$ cat config.mk
export PLATFORM = sky130hd
export DESIGN_NAME = bitmanip_unit
export DESIGN_NICKNAME = d
export VERILOG_FILES = /design/src/rtl/bmu_pkg.sv /design/src/rtl/bmu_shift.sv /design/src/rtl/bmu_unary.sv /design/src/rtl/bmu_pcmp.sv /design/src/rtl/bitmanip_unit.sv
export SDC_FILE = /design/constraint.sdc
export NUM_CORES = 1
export LEC_CHECK = 0
export BUFFER_PORTS_ARGS = -buffer_cell sky130_fd_sc_hd__buf_2
export CAP_MARGIN = 15
export CORE_UTILIZATION = 50
export DETAILED_ROUTE_END_ITERATION = 6
export PLACE_DENSITY_LB_ADDON = 0.05
export SYNTH_ARGS = -nofsm -noshare
export SYNTH_HDL_FRONTEND = slang
export SYNTH_SLANG_ARGS = --single-unit
$ cat constraint.sdc
create_clock -name clk -period 5.4 [get_ports clk]
set_input_delay 1.08 -clock clk [delete_from_list [all_inputs] [get_ports clk]]
set_output_delay 1.08 -clock clk [all_outputs]
set_load 0.03 [all_outputs]
$ cat src/rtl/bmu_pkg.sv
package bmu_pkg;
  localparam int OP_W = 4;

  typedef enum logic [OP_W-1:0] {
    OP_SHR_ARITH = 4'd0,
    OP_SHR_CARRY = 4'd1,
    OP_SHR_LOGIC = 4'd2,
    OP_SEXT_BYTE = 4'd3,
    OP_SEXT_HALF = 4'd4,
    OP_LZ_COUNT  = 4'd5,
    OP_SWAP_BYTE = 4'd6,
    OP_SWAP_HALF = 4'd7,
    OP_PAT_FIND  = 4'd8,
    OP_PAT_EQ    = 4'd9,
    OP_PAT_NE    = 4'd10
  } bmu_op_e;

  function automatic logic op_is_shift(input logic [OP_W-1:0] op);
    return (op == OP_SHR_ARITH) || (op == OP_SHR_CARRY) || (op == OP_SHR_LOGIC);
  endfunction
endpackage

$ cat src/rtl/bmu_shift.sv
module bmu_shift
  import bmu_pkg::*;
#(
  parameter int DATA_W = 32
) (
  input  logic [OP_W-1:0]   op,
  input  logic [DATA_W-1:0] a,
  input  logic              cin,
  output logic [DATA_W-1:0] res,
  output logic              cout,
  output logic              hit
);
  logic top_fill;

  always_comb begin
    unique case (op)
      OP_SHR_ARITH: top_fill = a[DATA_W-1];
      OP_SHR_CARRY: top_fill = cin;
      default:      top_fill = 1'b0;
    endcase
    res  = {top_fill, a[DATA_W-1:1]};
    cout = a[0];
    hit  = op_is_shift(op);
  end
endmodule

$ cat src/rtl/bmu_unary.sv
module bmu_unary
  import bmu_pkg::*;
#(
  parameter int DATA_W = 32
) (
  input  logic [OP_W-1:0]   op,
  input  logic [DATA_W-1:0] a,
  output logic [DATA_W-1:0] res,
  output logic              hit
);
  localparam int NBYTES = DATA_W / 8;
  localparam int HALF_W = DATA_W / 2;
  localparam int CNT_W  = $clog2(DATA_W + 1);

  logic [DATA_W-1:0] swapped_bytes;
  logic [DATA_W-1:0] swapped_halves;
  logic [DATA_W-1:0] ext_byte;
  logic [DATA_W-1:0] ext_half;
  logic [CNT_W-1:0]  lz_cnt;

  for (genvar g = 0; g < NBYTES; g++) begin : g_lane
    assign swapped_bytes[g*8 +: 8] = a[(NBYTES-1-g)*8 +: 8];
  end

  assign swapped_halves = {a[HALF_W-1:0], a[DATA_W-1:HALF_W]};
  assign ext_byte       = {{(DATA_W-8){a[7]}}, a[7:0]};
  assign ext_half       = {{(DATA_W-HALF_W){a[HALF_W-1]}}, a[HALF_W-1:0]};

  always_comb begin
    lz_cnt = CNT_W'(DATA_W);
    for (int i = 0; i < DATA_W; i++) begin
      if (a[i]) lz_cnt = CNT_W'(DATA_W - 1 - i);
    end
  end

  always_comb begin
    hit = 1'b1;
    unique case (op)
      OP_SEXT_BYTE: res = ext_byte;
      OP_SEXT_HALF: res = ext_half;
      OP_LZ_COUNT:  res = DATA_W'(lz_cnt);
      OP_SWAP_BYTE: res = swapped_bytes;
      OP_SWAP_HALF: res = swapped_halves;
      default: begin
        res = '0;
        hit = 1'b0;
      end
    endcase
  end
endmodule

$ cat src/rtl/bmu_pcmp.sv
module bmu_pcmp
  import bmu_pkg::*;
#(
  parameter int DATA_W = 32
) (
  input  logic [OP_W-1:0]   op,
  input  logic [DATA_W-1:0] a,
  input  logic [DATA_W-1:0] b,
  output logic [DATA_W-1:0] res,
  output logic              hit
);
  localparam int NBYTES = DATA_W / 8;
  localparam int IDX_W  = $clog2(NBYTES + 1);

  logic [NBYTES-1:0] lane_eq;
  logic [IDX_W-1:0]  first_pos;
  logic              words_eq;

  for (genvar k = 0; k < NBYTES; k++) begin : g_cmp
    assign lane_eq[k] = (a[DATA_W-1-8*k -: 8] == b[DATA_W-1-8*k -: 8]);
  end

  assign words_eq = (a == b);

  always_comb begin
    first_pos = '0;
    for (int k = NBYTES - 1; k >= 0; k--) begin
      if (lane_eq[k]) first_pos = IDX_W'(k + 1);
    end
  end

  always_comb begin
    hit = 1'b1;
    unique case (op)
      OP_PAT_FIND: res = DATA_W'(first_pos);
      OP_PAT_EQ:   res = DATA_W'(words_eq);
      OP_PAT_NE:   res = DATA_W'(!words_eq);
      default: begin
        res = '0;
        hit = 1'b0;
      end
    endcase
  end
endmodule

$ cat src/rtl/bitmanip_unit.sv
module bitmanip_unit
  import bmu_pkg::*;
#(
  parameter int DATA_W = 32
) (
  input  logic              clk,
  input  logic              rst_n,
  input  logic              in_valid,
  output logic              in_ready,
  input  logic [3:0]        in_op,
  input  logic [DATA_W-1:0] in_a,
  input  logic [DATA_W-1:0] in_b,
  input  logic              in_carry,
  output logic              out_valid,
  input  logic              out_ready,
  output logic [DATA_W-1:0] out_result,
  output logic              out_carry,
  output logic              out_carry_we
);
  logic [DATA_W-1:0] sh_res, un_res, pc_res, nxt_res;
  logic              sh_cout, sh_hit, un_hit, pc_hit;
  logic              nxt_carry, nxt_we;
  logic              in_fire;

  bmu_shift #(.DATA_W(DATA_W)) u_shift (
    .op(in_op), .a(in_a), .cin(in_carry), .res(sh_res), .cout(sh_cout), .hit(sh_hit)
  );

  bmu_unary #(.DATA_W(DATA_W)) u_unary (
    .op(in_op), .a(in_a), .res(un_res), .hit(un_hit)
  );

  bmu_pcmp #(.DATA_W(DATA_W)) u_pcmp (
    .op(in_op), .a(in_a), .b(in_b), .res(pc_res), .hit(pc_hit)
  );

  always_comb begin
    if (sh_hit)      nxt_res = sh_res;
    else if (un_hit) nxt_res = un_res;
    else if (pc_hit) nxt_res = pc_res;
    else             nxt_res = '0;
    nxt_carry = sh_hit ? sh_cout : in_carry;
    nxt_we    = sh_hit;
  end

  assign in_ready = !out_valid || out_ready;
  assign in_fire  = in_valid && in_ready;

  always_ff @(posedge clk) begin
    if (!rst_n) begin
      out_valid    <= 1'b0;
      out_result   <= '0;
      out_carry    <= 1'b0;
      out_carry_we <= 1'b0;
    end else if (in_ready) begin
      out_valid <= in_valid;
      if (in_valid) begin
        out_result   <= nxt_res;
        out_carry    <= nxt_carry;
        out_carry_we <= nxt_we;
      end
    end
  end

  a_r1_stall_hold: assert property (@(posedge clk) disable iff (!rst_n)
    (out_valid && !out_ready) |=> (out_valid && $stable(out_result)
                                   && $stable(out_carry) && $stable(out_carry_we)));

  a_r10_no_carry_write: assert property (@(posedge clk) disable iff (!rst_n)
    (in_fire && !op_is_shift(in_op)) |=> (!out_carry_we && out_carry == $past(in_carry)));

  a_r2_shift_carry_write: assert property (@(posedge clk) disable iff (!rst_n)
    (in_fire && op_is_shift(in_op)) |=> (out_carry_we && out_carry == $past(in_a[0])));

  a_r11_unknown_zero: assert property (@(posedge clk) disable iff (!rst_n)
    (in_fire && in_op > 4'd10) |=> (out_result == '0));

  a_r8_find_range: assert property (@(posedge clk) disable iff (!rst_n)
    (in_fire && in_op == OP_PAT_FIND) |=> (out_result <= DATA_W'(DATA_W / 8)));

  a_r6_count_range: assert property (@(posedge clk) disable iff (!rst_n)
    (in_fire && in_op == OP_LZ_COUNT) |=> (out_result <= DATA_W'(DATA_W)));
endmodule

==> reports/metrics.cfg <==
[clocking]
numCtsBuffers = 5
cts_sinks = 35
cts.reportedPaths.clkPinSlew_ns = 0.08
cts.path.max_buffers = 2
clk_latency_ns = 0.29
post_cts_buffers = 0
cts_resized = 0
tritoncts = done
cts-root-buf = clkbuf_8
holdBufCountCts = 0
htree_num_levels = 2

[routing]
routed_wirelength_mm = 9.52
drtAntennaViolNets = 0
wl_met3_mm = 1.03
vias = 3267
dr_wl_met2_mm = 4.26
first_pass_iters = 7
drcViolationCount = 20
drt_iter0_markers = 685
routed.top_layer = met4
viasPerCell = 6.57
met1_length_mm = 3.97
wire_per_inst_um = 19.1

[power_and_ir_drop]
leakagePower_nw = 1.37
p_sw_w = 0.000268
power_frac_seq_pct = 37.5
pwr-share-clk_pct = 31.9
power_density_nw_per_um2 = 235
p_int_w = 0.000495
ir_drop_mv = 0.177
comb_power_share_pct = 30.6
swShare_pct = 35.2

[placed_design]
dpl.hpwl_mm = 6.69
gp_congestion = 0.957
dpl-instance-area_um2 = 3140
numPortBuffers = 108
dp_cells = 489

[synthesis]
synth_warnings = 0
synth_area_leaders = dfxtp_1 25%, a222oi_1 8.2%, xor2_1 7.5%
synth_area_um2 = 2800
ys_seq_area_share_pct = 25.1
yosysTopAreaCell = dfxtp_1
synth_edf_count = 0
synth_cell_types = 56
syn_avg_cell_area_um2 = 7.79
synth_top_area_share_pct = 25.1
ys_async_sr_fraction_pct = 0
synth.ff_latch_count = 35
syn_inst = 359
synth_ff_type = dfxtp_1
syn_nets = 432

[worst_setup_path]
crit_required_ns = 5.59
cp-end-kind = flop
ff2ff_setup_slack_ns = 3.17
cpMostUsedCell = nor4_1
path_max_fanout = 9
path_class = in2reg
worstReg2RegStart = out_valid$_SDFFE_PN0N_
crit_slowest_cell = nor4_1
r2r.worst_path.cells = 5
timing.rr.end = out_result[25]$_SDFFE_PN0P_
max_stage_delay_ns = 0.55
cp_cell_sequence = buf_2 -> xor2_1 -> nor4_1 -> nand2_1 -> nor4_1 -> mux2_2 -> o31a_1
cp-start-kind = primary input
cp.arrival_ns = 3.08

[floorplan]
ios = 109
start_util_pct = 53.4
die_w_um = 76.8
rows = 26
core_area_um2 = 5240
die_y_um = 76.8
dieArea_um2 = 5890

[timing]
slew_violations = 0
rsz0062_at_grt = no
clock_skew_ns = 0.00382
hold_viol_final = 0
period_minus_slack_ns = 2.89
setup_tns_ns = 0
layout_worst_path_cycle_share_pct = 53.5
tightestPinTransition_ns = 0.970
fmax_mhz = 346
max_slew_margin_pct = 35.3
finalSetupViolCount = 0

[final_layout]
syn_to_final_growth_pct = 16.4
nNetsFinal = 499
drive_above_1_share_pct = 30.4
final_cells = 497
fin_area_um2 = 3250
n_antenna_cell = 0

[run]
maxCapViolCount = 0

[run_status]
status = finished with violations
violations = DRC

[global_routing]
grt_pass1_vias = 2940
antenna_found_initial = 0
grt_pass1_wl_mm = 15.3
grt_max_degree = 38
overflow = 0
grtUsageTotal_pct = 32.4

[hold_path]
whs_endpoint = out_carry_we$_SDFFE_PN0P_
hp-start = out_carry_we$_SDFFE_PN0P_
holdPathStages = 2
hp-class = reg2reg

[worst max-delay path by stage]
stage,start,end,slack (ns),depth (start not counted)
2_1_floorplan,in_a[11],out_result[0]$_SDFFE_PN0P_,2.59,7
5_1_grt,out_ready,out_result[31]$_SDFFE_PN0P_,2.47,6
6_report,in_a[7],out_result[0]$_SDFFE_PN0P_,2.51,7
4_1_cts,in_a[7],out_result[0]$_SDFFE_PN0P_,2.60,7
3_5_place_dp,in_a[4],out_result[0]$_SDFFE_PN0P_,2.31,7
3_3_place_gp,in_a[17],out_result[0]$_SDFFE_PN0P_,2.27,7
[routing by layer]
layer  global-route usage [%]  up-vias
li1                         -     1488
met1                     43.4     1510
met2                     52.0      233
met3                     5.36       36
met4                     11.7        0
met5                        0        -
[cell type report]
class / instances / area [um2]
sequential: 35 / 701
tap: 70 / 87.6
clock inverter: 3 / 43.8
fill: 510 / 1980
clock buffer: 5 / 68.8
inverter: 7 / 26.3
multi-input combinational: 267 / 1770
timing repair buffer: 110 / 556
[sequential cells by signal, summed over array words and instances (netlist names)]
register,count
out_carry,1
out_carry_we,1
out_result,32
out_valid,1
[power groups by stage]
stage                     clock network (W)  logic, W  registers [W]
final                              0.000244  0.000233       0.000286
after CTS                          0.000245  0.000230       0.000286
after global routing               0.000257  0.000249       0.000289
after detailed placement                  0  0.000229       0.000292
after global placement                    0  0.000228       0.000291
after floorplan                           0  0.000122       0.000331
[cell families (layout without fill, tap and decap cells)]
| kind of cell | after synthesis | count (layout) | share of synthesized area (%) |
|---|---|---|---|
| AOI/OAI and AO/OA | 131 | 131 | 32.6 |
| and+or+nand+nor | 100 | 100 | 19.1 |
| buffers and inverters | 57 | 125 | 11.7 |
| DFF | 35 | 35 | 25.1 |
| xor gates and xnor gates | 32 | 32 | 10.0 |
| muxes | 4 | 4 | 1.48 |
[layout by cell type (no fill, tap or decap), types with 2 or more instances in the layout]
master / instances
buf_2: 108
o21ai_0: 36
dfxtp_1: 35
a21oi_1: 31
nand2_1: 25
xor2_1: 24
a222oi_1: 23
nor2_1: 22
nor4_1: 12
nor3_1: 9
a31oi_1: 8
xnor2_1: 8
inv_1: 7
a221o_1: 7
a221oi_1: 7
nand2b_1: 6
clkbuf_8: 5
nand3_1: 4
nand4_1: 4
a21boi_0: 3
mux2i_1: 3
o31ai_1: 3
or2b_2: 2
o211a_1: 2
and4b_1: 2
nand3b_1: 2
or4_4: 2
buf_4: 2
[cells in the mapped netlist, types with 8 or more instances]
cell and count:
nand2_1 25, nor3_1 9, o21ai_0 36, a21oi_1 31, buf_2 13, xor2_1 24, a31oi_1 8, clkbuf_1 15
nor2_1 22, nor4_1 12, dfxtp_1 35, xnor2_1 8, a222oi_1 23
[stage by stage]
step / hold WS [ns] / power [W] / setup WS, ns / util, %
floorplan: 0.589 / 0.000453 / 2.59 / -
global placement: 0.458 / 0.000519 / 2.27 / 60.0
detailed placement: 0.467 / 0.000521 / 2.31 / 60.0
CTS: 0.478 / 0.000761 / 2.60 / 62.1
global route: 0.516 / 0.000795 / 2.47 / 62.1
finish: 0.475 / 0.000763 / 2.51 / 62.1
[worst max-delay path: cells and delay by family]
| kind | cells | cell delay, ns |
|---|---|---|
| AOI/OAI and AO/OA | 1 | 0.27 |
| xor gates and xnor gates | 1 | 0.18 |
| buffers and inverters | 1 | 0.17 |
| muxes | 1 | 0.40 |
| and+or+nand+nor | 3 | 0.98 |
No activity file was read; power rests on OpenSTA's default activity.
